`config.mk`:
```
export PLATFORM = sky130hd
export DESIGN_NAME = tdl_therm_decoder
export DESIGN_NICKNAME = d
export VERILOG_FILES = /design/src/rtl/tdl_pkg.sv /design/src/rtl/tdl_line_select.sv /design/src/rtl/tdl_ones_count.sv /design/src/rtl/tdl_therm_decoder.sv
export SDC_FILE = /design/constraint.sdc
export NUM_CORES = 1
export LEC_CHECK = 0
export BUFFER_PORTS_ARGS = -buffer_cell sky130_fd_sc_hd__buf_4
export CORE_ASPECT_RATIO = 0.5
export CORE_MARGIN = 2
export CORE_UTILIZATION = 52
export CTS_CLUSTER_SIZE = 25
export DETAILED_ROUTE_END_ITERATION = 10
export GPL_ROUTABILITY_DRIVEN = 0
export PLACE_DENSITY = 0.87
export SETUP_SLACK_MARGIN = 0.1
export SYNTH_ARGS = -nofsm -noshare
export SYNTH_HDL_FRONTEND = slang
export SYNTH_SLANG_ARGS = --single-unit
```
`constraint.sdc`:
```
create_clock -name clk -period 8.9 [get_ports clk]
set_clock_uncertainty 0.2 [all_clocks]
set_input_delay 1.78 -clock clk [delete_from_list [all_inputs] [get_ports clk]]
set_output_delay 1.78 -clock clk [all_outputs]
set_load 0.02 [all_outputs]
```
`src/rtl/tdl_pkg.sv`:
```
package tdl_pkg;
  // Default geometry: line of about 454 ps at about 13 ps per buffer.
  localparam int unsigned TDL_TAPS_DEF  = 36;
  localparam int unsigned TDL_LINES_DEF = 4;
endpackage

```
`src/rtl/tdl_line_select.sv`:
```
// Stage 1: choose one phase line's snapshot and register it.
module tdl_line_select #(
  parameter int unsigned NUM_TAPS  = tdl_pkg::TDL_TAPS_DEF,
  parameter int unsigned NUM_LINES = tdl_pkg::TDL_LINES_DEF,
  parameter int unsigned SEL_W     = 2
) (
  input  logic                           clk,
  input  logic                           rst_n,
  input  logic                           vld_i,
  input  logic [SEL_W-1:0]               sel_i,
  input  logic [NUM_LINES*NUM_TAPS-1:0]  snap_i,
  output logic                           vld_o,
  output logic [NUM_TAPS-1:0]            snap_o
);
  logic [NUM_TAPS-1:0] line_w [NUM_LINES];
  logic [NUM_TAPS-1:0] snap_d, snap_q;
  logic                vld_d, vld_q;

  for (genvar g = 0; g < NUM_LINES; g++) begin : g_line
    assign line_w[g] = snap_i[g*NUM_TAPS +: NUM_TAPS];
  end

  always_comb begin
    vld_d  = vld_i;
    snap_d = snap_q;
    if (vld_i) begin
      for (int i = 0; i < NUM_LINES; i++) begin
        if (sel_i == SEL_W'(i)) snap_d = line_w[i];
      end
    end
  end

  always_ff @(posedge clk or negedge rst_n) begin
    if (!rst_n) begin
      vld_q  <= 1'b0;
      snap_q <= '0;
    end else begin
      vld_q <= vld_d;
      if (vld_i) snap_q <= snap_d;
    end
  end

  assign vld_o  = vld_q;
  assign snap_o = snap_q;

  assert_sel_range_R2: assert property (@(posedge clk) disable iff (!rst_n)
    vld_i |-> (int'(sel_i) < NUM_LINES));

  assert_accept_each_R7: assert property (@(posedge clk) disable iff (!rst_n)
    $past(rst_n) |-> (vld_o == $past(vld_i)));
endmodule

```
`src/rtl/tdl_ones_count.sv`:
```
// Combinational ones-count over the selected tap word.
module tdl_ones_count #(
  parameter int unsigned NUM_TAPS = tdl_pkg::TDL_TAPS_DEF,
  parameter int unsigned CNT_W    = $clog2(NUM_TAPS + 1)
) (
  input  logic [NUM_TAPS-1:0] taps_i,
  output logic [CNT_W-1:0]    ones_o,
  output logic                full_o
);
  always_comb begin
    ones_o = '0;
    for (int i = 0; i < NUM_TAPS; i++) begin
      ones_o = ones_o + CNT_W'(taps_i[i]);
    end
  end

  assign full_o = &taps_i;
endmodule

```
`src/rtl/tdl_therm_decoder.sv`:
```
// Top: two-stage tap snapshot decoder.
module tdl_therm_decoder #(
  parameter int unsigned NUM_TAPS  = tdl_pkg::TDL_TAPS_DEF,
  parameter int unsigned NUM_LINES = tdl_pkg::TDL_LINES_DEF,
  localparam int unsigned SEL_W    = (NUM_LINES > 1) ? $clog2(NUM_LINES) : 1,
  localparam int unsigned CNT_W    = $clog2(NUM_TAPS + 1)
) (
  input  logic                          clk,
  input  logic                          rst_n,
  input  logic                          snap_vld_i,
  input  logic [SEL_W-1:0]              line_sel_i,
  input  logic [NUM_LINES*NUM_TAPS-1:0] snap_i,
  output logic                          fine_vld_o,
  output logic [CNT_W-1:0]              fine_cnt_o,
  output logic                          fine_ovf_o
);
  logic                s1_vld;
  logic [NUM_TAPS-1:0] s1_snap;
  logic [CNT_W-1:0]    ones_w;
  logic                full_w;

  logic             vld_d, vld_q;
  logic [CNT_W-1:0] cnt_d, cnt_q;
  logic             ovf_d, ovf_q;

  tdl_line_select #(
    .NUM_TAPS (NUM_TAPS),
    .NUM_LINES(NUM_LINES),
    .SEL_W    (SEL_W)
  ) u_sel (
    .clk   (clk),
    .rst_n (rst_n),
    .vld_i (snap_vld_i),
    .sel_i (line_sel_i),
    .snap_i(snap_i),
    .vld_o (s1_vld),
    .snap_o(s1_snap)
  );

  tdl_ones_count #(
    .NUM_TAPS(NUM_TAPS),
    .CNT_W   (CNT_W)
  ) u_cnt (
    .taps_i(s1_snap),
    .ones_o(ones_w),
    .full_o(full_w)
  );

  always_comb begin
    vld_d = s1_vld;
    cnt_d = cnt_q;
    ovf_d = ovf_q;
    if (s1_vld) begin
      cnt_d = ones_w;
      ovf_d = full_w;
    end
  end

  always_ff @(posedge clk or negedge rst_n) begin
    if (!rst_n) begin
      vld_q <= 1'b0;
      cnt_q <= '0;
      ovf_q <= 1'b0;
    end else begin
      vld_q <= vld_d;
      if (s1_vld) begin
        cnt_q <= cnt_d;
        ovf_q <= ovf_d;
      end
    end
  end

  assign fine_vld_o = vld_q;
  assign fine_cnt_o = cnt_q;
  assign fine_ovf_o = ovf_q;

  assert_cnt_range_R3: assert property (@(posedge clk) disable iff (!rst_n)
    int'(fine_cnt_o) <= NUM_TAPS);

  assert_ovf_full_R4: assert property (@(posedge clk) disable iff (!rst_n)
    fine_ovf_o |-> (int'(fine_cnt_o) == NUM_TAPS));

  assert_latency_R6: assert property (@(posedge clk) disable iff (!rst_n)
    $past(rst_n) |-> (fine_vld_o == $past(s1_vld)));

  assert_hold_R8: assert property (@(posedge clk) disable iff (!rst_n)
    !s1_vld |=> ($stable(fine_cnt_o) && $stable(fine_ovf_o)));
endmodule

```
==> results of run 1 <==
[path summary, 6_finish.rpt]
| kind | startpoint | endpoint | slack (ps) |
|---|---|---|---|
| max | u_sel.snap_o[0] | fine_cnt_o[4] | 3340 |
| max reg2reg | u_sel.snap_o[0] | fine_cnt_o[4] | 3340 |
| max in group asynchronous | rst_n | fine_cnt_o[3] | 6840 |
| min in group asynchronous | rst_n | u_sel.snap_o[31] | 1270 |
| min reg2reg | fine_cnt_o[4] | fine_cnt_o[4] | 290 |
| min | fine_cnt_o[4] | fine_cnt_o[4] | 290 |
[Yosys cell counts, types with 2 or more instances]
master    instances
nor2b_1           2
nor3_1            2
ha_1              8
mux4_2           32
nand2_1          25
fa_1             28
mux2_2            7
dfrtp_1          45
buf_4             2
mux4_1            4
o21ai_0          24
buf_2             4
nand4_1           9
o21a_1            3
clkbuf_1          6
inv_1            57
mux2_4            9
[critical path, cell delays in order, from the launching register on]
cell and delay (ps):
dfrtp_1 390, ha_1 300, inv_1 70, fa_1 470
fa_1 510, fa_1 540, fa_1 440, fa_1 530
fa_1 420, fa_1 420, fa_1 420, nor2b_1 140
o21ai_0 160, nor4b_1 200, a211o_1 220
[registers in the layout (all words and copies together), names as in the netlist]
register / count
u_sel.vld_o: 1
fine_cnt_o: 6
fine_ovf_o: 1
u_sel.snap_o: 36
fine_vld_o: 1
[layout make-up]
cell class	count	area (µm²)
fillers	435	1730
well taps	92	115
clock buffers	6	139
multi-input cells	162	2080
repair buffers	156	1170
inverters	58	218
flip-flops and latches	45	1130
clock inverters	2	37.5
[per-stage QoR]
| stage | utilization [%] | hold slack (ps) | cells | area, µm² |
|---|---|---|---|---|
| floorplan | - | 246 | 279 | 3520 |
| global placement | 71.2 | 275 | 513 | 4710 |
| detailed placement | 71.2 | 276 | 513 | 4710 |
| CTS | 73.8 | 293 | 521 | 4890 |
| global route | 73.8 | 332 | 521 | 4890 |
| finish | 73.8 | 294 | 521 | 4890 |
[metal layers]
layer,global-route usage [%],vias to the layer above,wire [µm]
met1,33.8,1429,3500
li1,-,1267,-
met3,5.97,22,673
met2,45.9,121,4830
met5,0,-,0
met4,8.58,0,199
[power groups by stage]
stage | Combinational, W | Clock, W | Sequential [W]
floorplan | 0.00103 | 0 | 0.000292
global placement | 0.00126 | 0 | 0.000283
detailed placement | 0.00136 | 0 | 0.000284
CTS | 0.00143 | 0.000220 | 0.000282
global route | 0.00163 | 0.000230 | 0.000288
finish | 0.00143 | 0.000220 | 0.000283
[cell families after synthesis]
kind of cell	count (synthesis)	share of synthesized area, %
muxes	52	29.6
adders and majority gates	36	18.8
xor gates and xnor gates	1	0.249
buffers and inverters	72	8.72
and+or+nand+nor	41	5.44
AOI/OAI and AO/OA	32	5.20
DFF	45	32.0
==> flow_metrics.py, run 1 <==
metrics = {
    "synth": {
        "main_synth_ff_type": "dfrtp_1",
        "netlist.top_cell.by_area": "dfrtp_1",
        "synth.yosys.seq_area_share_pct": 32.0,
        "syn_nets": 464,
        "synth_edf_count": 0,
        "yosys-top-cells-area": "dfrtp_1 32%, mux4_2 20%, fa_1 16%",
        "synthesis.area_mm2": 0.00352,
        "synthDistinctLibCells": 29,
        "yosysWarningCount": 0,
        "synthArstFlopShare_pct": 100,
        "postSynthCellCount": 279,
        "postSynthAreaPerCell_um2": 12.6,
        "postSynthRegisterBits": 45,
        "synth_largest_type_area_fraction_pct": 32.0,
    },
    "cts": {
        "path_clk_slew_ps": 70,
        "cts_tree": "yes",
        "cts_root_buf": "clkbuf_16",
        "cts_buffer_depth": 2,
        "post-cts-setup-buffer-count": 0,
        "cts_buffers": 5,
        "clock_sink_count": 45,
        "cts-htree-levels": 2,
        "cts-hold-fix-buffers": 0,
        "insertion_delay_ps": 290,
        "post_cts_sizing_count": 0,
    },
    "finish": {
        "layout.nets": 613,
        "antenna_cells_inserted": 0,
        "most-common-layout-cells": "156 x buf_4, 57 x inv_1, 45 x dfrtp_1",
        "post_route_cells_drive_above_1_share_pct": 49.4,
        "final_common_cell": "buf_4",
        "area_growth_pct": 39.1,
    },
    "floorplan": {
        "die_width_um": 120,
        "initial_core_util_pct": 53.1,
        "fp.dieArea_mm2": 0.00748,
        "coreArea_mm2": 0.00662,
        "y_dimension_of_the_die_um": 62.1,
        "design.portCount": 157,
        "rows": 21,
    },
    "critical_path": {
        "rr_worst_depth": 14,
        "critical_path.endpoint_type": "register",
        "cp_data_required_time_ps": 8880,
        "critPathMaxFanout": 2,
        "timing.critical_path.from_type": "register",
        "timing_worst_setup_path_type": "register to register",
        "timing.critical_path.arrival_ps": 5540,
    },
    "power_and_ir_drop": {
        "p_comb_share_pct": 74.0,
        "clkPwrFrac_pct": 11.4,
        "p_sw_share_pct": 43.9,
        "switching_power_w": 0.000850,
        "ir_drop_mv": 0.437,
        "static-leakage-power_nw": 2.38,
        "power_frac_seq_pct": 14.6,
        "power.density_mw_per_mm2": 395,
        "power.total_w": 0.00193,
        "cellInternalPower_w": 0.00108,
    },
    "timing": {
        "final-max-slew-violation-count": 0,
        "fin_ws_ps": 3340,
        "final_min_period_over_clock_period_pct": 62.5,
        "fmax_mhz": 180,
        "max-slew-margin-rel_pct": 57.7,
        "worstMarginPinSlew_ps": 634,
        "setup_total_negative_slack_ps": 0,
        "min_period_ps": 5560,
        "final-setup-viol-count": 0,
        "setup_repair_after_global_routing_missed_its_margin": "false",
        "final-hold-violation-count": 0,
    },
    "detailed_routing": {
        "route.vias.total": 2839,
        "drt-vias-per-instance": 5.45,
        "detail-route-antenna-nets": 0,
        "post_drt_wl_per_cell_um": 17.7,
        "drt_drc_violations_left": 0,
        "drtPass1Iterations": 4,
        "drtIter0Drc": 175,
        "wirelength_mm": 9.20,
    },
    "hold_path": {
        "hold-path-cell-count": 1,
        "hold_path_class": "register to register",
    },
    "global_routing": {
        "grt_pass1_wl_mm": 15.3,
        "grt_antenna_before_repair": 0,
        "first_global_vias": 3195,
        "track_usage_pct": 26.6,
        "gr-total-overflow": 0,
        "grt_max_degree": 59,
    },
    "placed_design": {
        "port_buffers": 156,
        "post-dp-hpwl_mm": 7.09,
        "dpl_worst_slack_ps": 3480,
    },
    "run": {
        "drv_cap": 0,
    },
    "outcome": {
        "outcome": "finished, final reports clean",
    },
}
(Power assumes the default switching activity.)
==> inputs of run 2 (changes only) <==
--- a/config.mk
+++ b/config.mk
@@ -5,14 +5,15 @@
 export SDC_FILE = /design/constraint.sdc
 export NUM_CORES = 1
 export LEC_CHECK = 0
+export ABC_AREA = 1
 export BUFFER_PORTS_ARGS = -buffer_cell sky130_fd_sc_hd__buf_4
 export CORE_ASPECT_RATIO = 0.5
 export CORE_MARGIN = 2
-export CORE_UTILIZATION = 52
+export CORE_UTILIZATION = 46
 export CTS_CLUSTER_SIZE = 25
 export DETAILED_ROUTE_END_ITERATION = 10
 export GPL_ROUTABILITY_DRIVEN = 0
-export PLACE_DENSITY = 0.87
+export PLACE_DENSITY = 0.78
 export SETUP_SLACK_MARGIN = 0.1
 export SYNTH_ARGS = -nofsm -noshare
 export SYNTH_HDL_FRONTEND = slang
==> constraint.sdc (replaced) <==
create_clock -name clk -period 4.5 [get_ports clk]
set_clock_uncertainty 0.2 [all_clocks]
set_input_delay 0.9 -clock clk [delete_from_list [all_inputs] [get_ports clk]]
set_output_delay 0.9 -clock clk [all_outputs]
set_load 0.02 [all_outputs]
==> run 2 against run 1 <==
  * The flow now finishes with violations (setup timing)
  * Worst setup slack got worse by 3800 ps
  * Cell count grew 79%
  * Global-route usage decreased by 2.7 points
  * Routed wire length grew 23%
  * Sequential cell count unchanged
  * Critical path depth unchanged
  * Combinational power up 110%
  * Via count rose by 54%
  * Largest cell class unchanged
  * Register-to-register slack got worse by 3800 ps
==> flow_metrics.py, run 2 <==
metrics = {
    "cts": {
        "cts-hold-fix-buffers": 0,
        "cts_tree": "yes",
        "cts_buffer_depth": 2,
        "cts_root_buf": "clkbuf_16",
        "clock_sink_count": 45,
        "path_clk_slew_ps": 60,
        "insertion_delay_ps": 290,
        "cts-htree-levels": 2,
        "cts_buffers": 5,
    },
    "synth": {
        "synth.yosys.seq_area_share_pct": 26.8,
        "synth_edf_count": 0,
        "synthMuxAreaShare_pct": 0,
        "yosys.area_share.xor_xnor_pct": 0,
        "yosys-top-cells-area": "dfrtp_1 27%, nand2_1 22%, fa_1 13%",
        "synth-compound-area-share_pct": 5.01,
        "most_frequent_cells_after_synthesis": "247 x nand2_1, 131 x inv_1, 82 x nor2_1, 45 x dfrtp_1, 42 x nand3_1",
        "yosysWarningCount": 0,
        "synthArstFlopShare_pct": 100,
        "post-synth-top-count-cell": "nand2_1",
        "synth_largest_type_area_fraction_pct": 26.8,
        "synthDistinctLibCells": 19,
        "combinational_family_with_the_most_area_after_synthesis": "simple AND/OR/NAND/NOR gates",
        "synth-simple-area-share_pct": 35.9,
        "synthesis.area_mm2": 0.00419,
        "postSynthAreaPerCell_um2": 6.31,
        "syn_nets": 850,
        "netlist.top_cell.by_area": "dfrtp_1",
        "postSynthCellCount": 665,
        "synthAdderAreaFrac_pct": 15.8,
        "main_synth_ff_type": "dfrtp_1",
        "postSynthRegisterBits": 45,
    },
    "global_routing": {
        "track_usage_pct": 23.9,
        "first_global_vias": 4195,
        "grt_pass1_wl_mm": 19.3,
        "grt_max_degree": 61,
        "grt_antenna_before_repair": 0,
        "gr-total-overflow": 0,
    },
    "detailed_routing": {
        "drtPass1Iterations": 5,
        "drt-vias-per-instance": 4.68,
        "post_drt_wl_per_cell_um": 12.1,
        "drtIter0Drc": 260,
        "detail-route-antenna-nets": 0,
        "wirelength_mm": 11.3,
        "route.vias.total": 4373,
        "drt_drc_violations_left": 0,
    },
    "critical_path": {
        "cp_data_required_time_ps": 4470,
        "slowest_delay_ps": 520,
        "timing.critical_path.arrival_ps": 4890,
        "critical-path-slowest-cell": "fa_1",
        "crit_path_cell_trace": "ha_1 > inv_2 > fa_1 > fa_1 > fa_1 > fa_1 > fa_1 > fa_1 > fa_2 > fa_2 > inv_2 > nand3_2 > nand3_2 > nand3_1",
        "critPathMaxFanout": 3,
        "timing.reg2reg.setup_slack_ps": -420,
        "timing.critical_path.from_type": "register",
        "critical_path.endpoint_type": "register",
        "timing_worst_setup_path_type": "register to register",
        "critPathMostFrequentCell": "fa_1",
    },
    "run": {
        "drv_cap": 0,
    },
    "timing": {
        "final_min_period_over_clock_period_pct": 109,
        "setup_total_negative_slack_ps": -1900,
        "min_period_ps": 4920,
        "fmax_mhz": 203,
        "fin_ws_ps": -418,
        "worstMarginPinSlew_ps": 979,
        "final-hold-violation-count": 0,
        "final-setup-viol-count": 5,
        "max-slew-margin-rel_pct": 34.6,
        "timing.hold.ws_ps": 288,
        "final-max-slew-violation-count": 0,
        "setup_repair_after_global_routing_missed_its_margin": "true",
    },
    "floorplan": {
        "y_dimension_of_the_die_um": 71.5,
        "die_width_um": 139,
        "initial_core_util_pct": 47.8,
        "rows": 24,
        "fp.dieArea_mm2": 0.00994,
        "coreArea_mm2": 0.00877,
        "design.portCount": 157,
    },
    "power_and_ir_drop": {
        "static-leakage-power_nw": 3.38,
        "power.density_mw_per_mm2": 684,
        "ir_drop_mv": 1.11,
    },
    "outcome": {
        "outcome": "complete, but fails checks",
        "failed_checks": "setup timing",
    },
    "placed_design": {
        "port_buffers": 156,
        "dpl_worst_slack_ps": -399,
        "place_inst": 925,
        "detailed_place.area_mm2": 0.00545,
        "post-dp-hpwl_mm": 8.88,
    },
    "finish": {
        "post_route_cells_drive_above_1_share_pct": 24.0,
        "layout.cells.non_filler": 935,
        "antenna_cells_inserted": 0,
        "most-common-layout-cells": "246 x nand2_1, 173 x buf_4, 128 x inv_1",
        "final_common_cell": "nand2_1",
        "layout.nets": 1002,
        "largest_register_ffs": 36,
        "area_growth_pct": 34.3,
        "post_layout_inst_area_mm2": 0.00563,
    },
    "hold_path": {
        "hold_path_class": "register to register",
    },
}
run 2: cell families (layout without fill, tap and decap cells):
| group | count (synthesis) | in the layout |
|---|---|---|
| AND/OR/NAND/NOR | 379 | 379 |
| flip-flops | 45 | 45 |
| AO/OA/AOI/OAI | 42 | 42 |
| adder cells (fa/ha/maj) | 36 | 36 |
| buffers and inverters | 163 | 316 |
run 2: layout make-up:
cell class                      count  area (µm²)
Clock buffer                        7         133
Inverter                          135         509
Timing Repair Buffer              173        1300
Tap cell                          117         146
Clock inverter                      1        7.51
Fill cell                         826        3140
Multi-Input combinational cell    457        2410
Sequential cell                    45        1130
run 2: repair_timing:
| action | in CTS | in global routing |
|---|---|---|
| buffers inserted | 1 | 1 |
| pin swaps | 3 | 0 |
| endpoints found under the setup margin | 6 | 6 |
| gates resized for setup | 5 | 3 |
run 2: metrics by stage:
stage	power [W]	util, %
3_3_place_gp	0.00284	62.1
4_1_cts	0.00368	64.1
5_1_grt	0.00425	64.2
3_5_place_dp	0.00299	62.1
2_1_floorplan	0.00242	-
6_report	0.00385	64.2
run 2: worst max-delay path: cells and delay by family, from the launching register on:
| family | cells | cell delay (ps) |
|---|---|---|
| and+or+nand+nor | 3 | 230 |
| buffers and inverters | 2 | 130 |
| DFF | 1 | 380 |
| adders and majority gates | 9 | 3860 |
run 2: power breakdown:
group / leakage [nW] / internal [W] / switching, W / total (W)
clock network: 0.0641 / 0.000206 / 0.000149 / 0.000355
registers: 0.545 / 0.000492 / 0.0000559 / 0.000548
logic: 2.77 / 0.00132 / 0.00163 / 0.00295
run 2: final timing paths:
check,start,to,cells past startpoint
hold reg to reg,fine_cnt_o[3],fine_cnt_o[3],2
hold / removal,fine_cnt_o[3],fine_cnt_o[3],2
min in group asynchronous,rst_n,u_sel.snap_o[2],1
max in group asynchronous,rst_n,u_sel.snap_o[25],1
setup / recovery,u_sel.snap_o[0],fine_cnt_o[4],14
setup reg to reg,u_sel.snap_o[0],fine_cnt_o[4],14
run 2: routing by layer:
| metal | GRT usage [%] | up-vias | share of wire (%) |
|---|---|---|---|
| li1 | - | 2247 | - |
| met1 | 33.2 | 1999 | 48 |
| met2 | 40.4 | 118 | 45 |
| met3 | 4.34 | 9 | 5.9 |
| met4 | 4.04 | 0 | 0.72 |
| met5 | 0 | - | 0 |
==> inputs of run 3 (changes only) <==
--- a/config.mk
+++ b/config.mk
@@ -14,7 +14,6 @@
 export DETAILED_ROUTE_END_ITERATION = 10
 export GPL_ROUTABILITY_DRIVEN = 0
 export PLACE_DENSITY = 0.78
-export SETUP_SLACK_MARGIN = 0.1
 export SYNTH_ARGS = -nofsm -noshare
 export SYNTH_HDL_FRONTEND = slang
 export SYNTH_SLANG_ARGS = --single-unit
==> run 3 against run 2 <==
  * Highest routed layer unchanged
  * Count of clock-buffer cells in the layout is the same
  * The run still ends with setup timing left
  * Critical path type unchanged
  * Register-to-register slack lost 40 ps
  * Via count increased by 0.37%
  * Fmax is 0.81% lower
  * Sequential share of layout area fell by 0.058 points
==> flow_metrics.py, run 3 (synthesized netlist as in run 2, its figures left out) <==
metrics = {
    "critical_path": {
        "crit_path_cell_trace": "ha_1 > inv_2 > fa_1 > fa_1 > fa_1 > fa_1 > fa_1 > fa_1 > fa_2 > fa_2 > inv_2 > a21oi_1 > o21ai_1 > nand2_1",
        "critical_path.endpoint_type": "register",
        "r2r_start": "u_sel.snap_o[0]",
        "critPathMostFrequentCell": "fa_1",
        "cp_data_required_time_ps": 4470,
        "critical-path-slowest-cell": "fa_1",
        "crit_buf_inv": 2,
        "timing.critical_path.arrival_ps": 4920,
        "worstSetupStartpoint": "u_sel.snap_o[0]",
        "timing.critical_path.from_type": "register",
        "timing_worst_setup_path_type": "register to register",
        "slowest_delay_ps": 530,
        "critPathMaxFanout": 3,
        "path_delay_family": "adder cells",
    },
    "timing": {
        "fmax_mhz": 202,
        "fin_ws_ps": -458,
        "final-max-slew-violation-count": 0,
        "worstMarginPinSlew_ps": 1080,
        "setup_repair_after_global_routing_missed_its_margin": "true",
        "min_period_ps": 4960,
        "final_min_period_over_clock_period_pct": 110,
        "max-slew-margin-rel_pct": 28.0,
        "final-setup-viol-count": 5,
        "final-hold-violation-count": 0,
    },
    "detailed_routing": {
        "drtPass1Iterations": 4,
        "detail-route-antenna-nets": 0,
        "drt-vias-per-instance": 4.69,
        "drtIter0Drc": 204,
        "post_drt_wl_per_cell_um": 12.1,
        "wirelength_mm": 11.4,
        "drt_drc_violations_left": 0,
        "route.vias.total": 4389,
    },
    "finish": {
        "layout.nets": 1003,
        "largest_register_ffs": 36,
        "postLayoutCoreUtil_pct": 64.4,
        "antenna_cells_inserted": 0,
        "area_growth_pct": 34.7,
        "most-common-layout-cells": "247 x nand2_1, 174 x buf_4, 129 x inv_1",
        "layout.filler_cells": 800,
        "post_route_cells_drive_above_1_share_pct": 23.6,
        "layout.cells.non_filler": 936,
        "final_common_cell": "nand2_1",
    },
    "hold_path": {
        "hold_path_class": "register to register",
        "hold_path_startpoint": "fine_cnt_o[2]",
    },
    "floorplan": {
        "die_width_um": 139,
        "y_dimension_of_the_die_um": 71.5,
        "coreArea_mm2": 0.00877,
        "design.portCount": 157,
        "rows": 24,
        "fp.dieArea_mm2": 0.00994,
        "initial_core_util_pct": 47.8,
    },
    "placed_design": {
        "post-dp-hpwl_mm": 8.99,
        "port_buffers": 156,
        "dpl_worst_slack_ps": -482,
        "place_inst": 925,
    },
    "cts": {
        "cts-hold-fix-buffers": 0,
        "cts_tree": "yes",
        "path_clk_slew_ps": 60,
        "insertion_delay_ps": 280,
        "cts_root_buf": "clkbuf_16",
        "cts_buffers": 5,
        "cts_buffer_depth": 2,
        "cts-htree-levels": 2,
        "clock_sink_count": 45,
    },
    "global_routing": {
        "first_global_vias": 4312,
        "grt_max_degree": 69,
        "track_usage_pct": 23.7,
        "grt_pass1_wl_mm": 19.2,
        "gr-total-overflow": 0,
        "grt_antenna_before_repair": 0,
    },
    "power_and_ir_drop": {
        "power.density_mw_per_mm2": 653,
        "ir_drop_mv": 0.768,
        "static-leakage-power_nw": 3.41,
    },
    "outcome": {
        "failed_checks": "setup timing",
        "outcome": "complete, but fails checks",
    },
    "run": {
        "drv_cap": 0,
    },
}
==> run 3: changes by cell type in the layout (fill, tap and decap cells not counted), sizes merged <==
cell	previous run	this run
clkinvlp	1	0
bufinv	0	1
buf	173	174
==> run 3: worst paths after layout <==
kind,end,slack [ps],depth (start not counted)
max in group asynchronous,fine_ovf_o,3300,1
worst max-delay path,fine_cnt_o[2],-460,14
worst min register to register,fine_cnt_o[2],290,2
min in group asynchronous,u_sel.vld_o,400,1
worst max register to register,fine_cnt_o[2],-460,14
worst min-delay path,fine_cnt_o[2],290,2
==> run 3: power breakdown <==
group | internal, W | switching (W) | total [W]
logic | 0.00119 | 0.00153 | 0.00271
registers | 0.000492 | 0.0000550 | 0.000546
clock network | 0.000277 | 0.000150 | 0.000427
total | 0.00196 | 0.00173 | 0.00369
==> run 3: per-stage QoR <==
step	area, µm²	TNS [ps]	hold WS [ps]	total power [W]
2_1_floorplan	4200	-879	214	0.00241
3_3_place_gp	5450	-1240	267	0.00284
3_5_place_dp	5450	-1950	270	0.00300
4_1_cts	5650	-2120	286	0.00365
5_1_grt	5650	-2760	316	0.00408
6_report	5650	-1930	287	0.00369
==> run 3: tightest hold or removal path, delay by kind of cell, from the launching register on <==
kind / cells / cell delay, ps
flops: 1 / 340
simple gates: 2 / 120
==> run 3: cell type report <==
cell class / instances / area (µm²) / area share, %
clock buffers: 7 / 143 / 2.52
clock inverters: 1 / 30.0 / 0.532
inverters: 135 / 509 / 9.01
multi-input cells: 457 / 2390 / 42.3
flip-flops and latches: 45 / 1130 / 19.9
well taps: 117 / 146 / 2.59
repair buffers: 174 / 1310 / 23.1
==> run 3: metal layers <==
metal | share of wire [%] | GRT usage, % | up-vias
li1 | - | - | 2251
met1 | 48 | 32.7 | 2013
met2 | 46 | 41.5 | 114
met3 | 4.6 | 3.48 | 11
met4 | 0.72 | 3.59 | 0
met5 | 0 | 0 | -
==> run 3: timing repair <==
item | in CTS | in global routing
pin swaps | 2 | 2
setup endpoints to repair | 6 | 6
setup buffers | 3 | 0
gates resized for setup | 3 | 1
gates cloned | 0 | 0
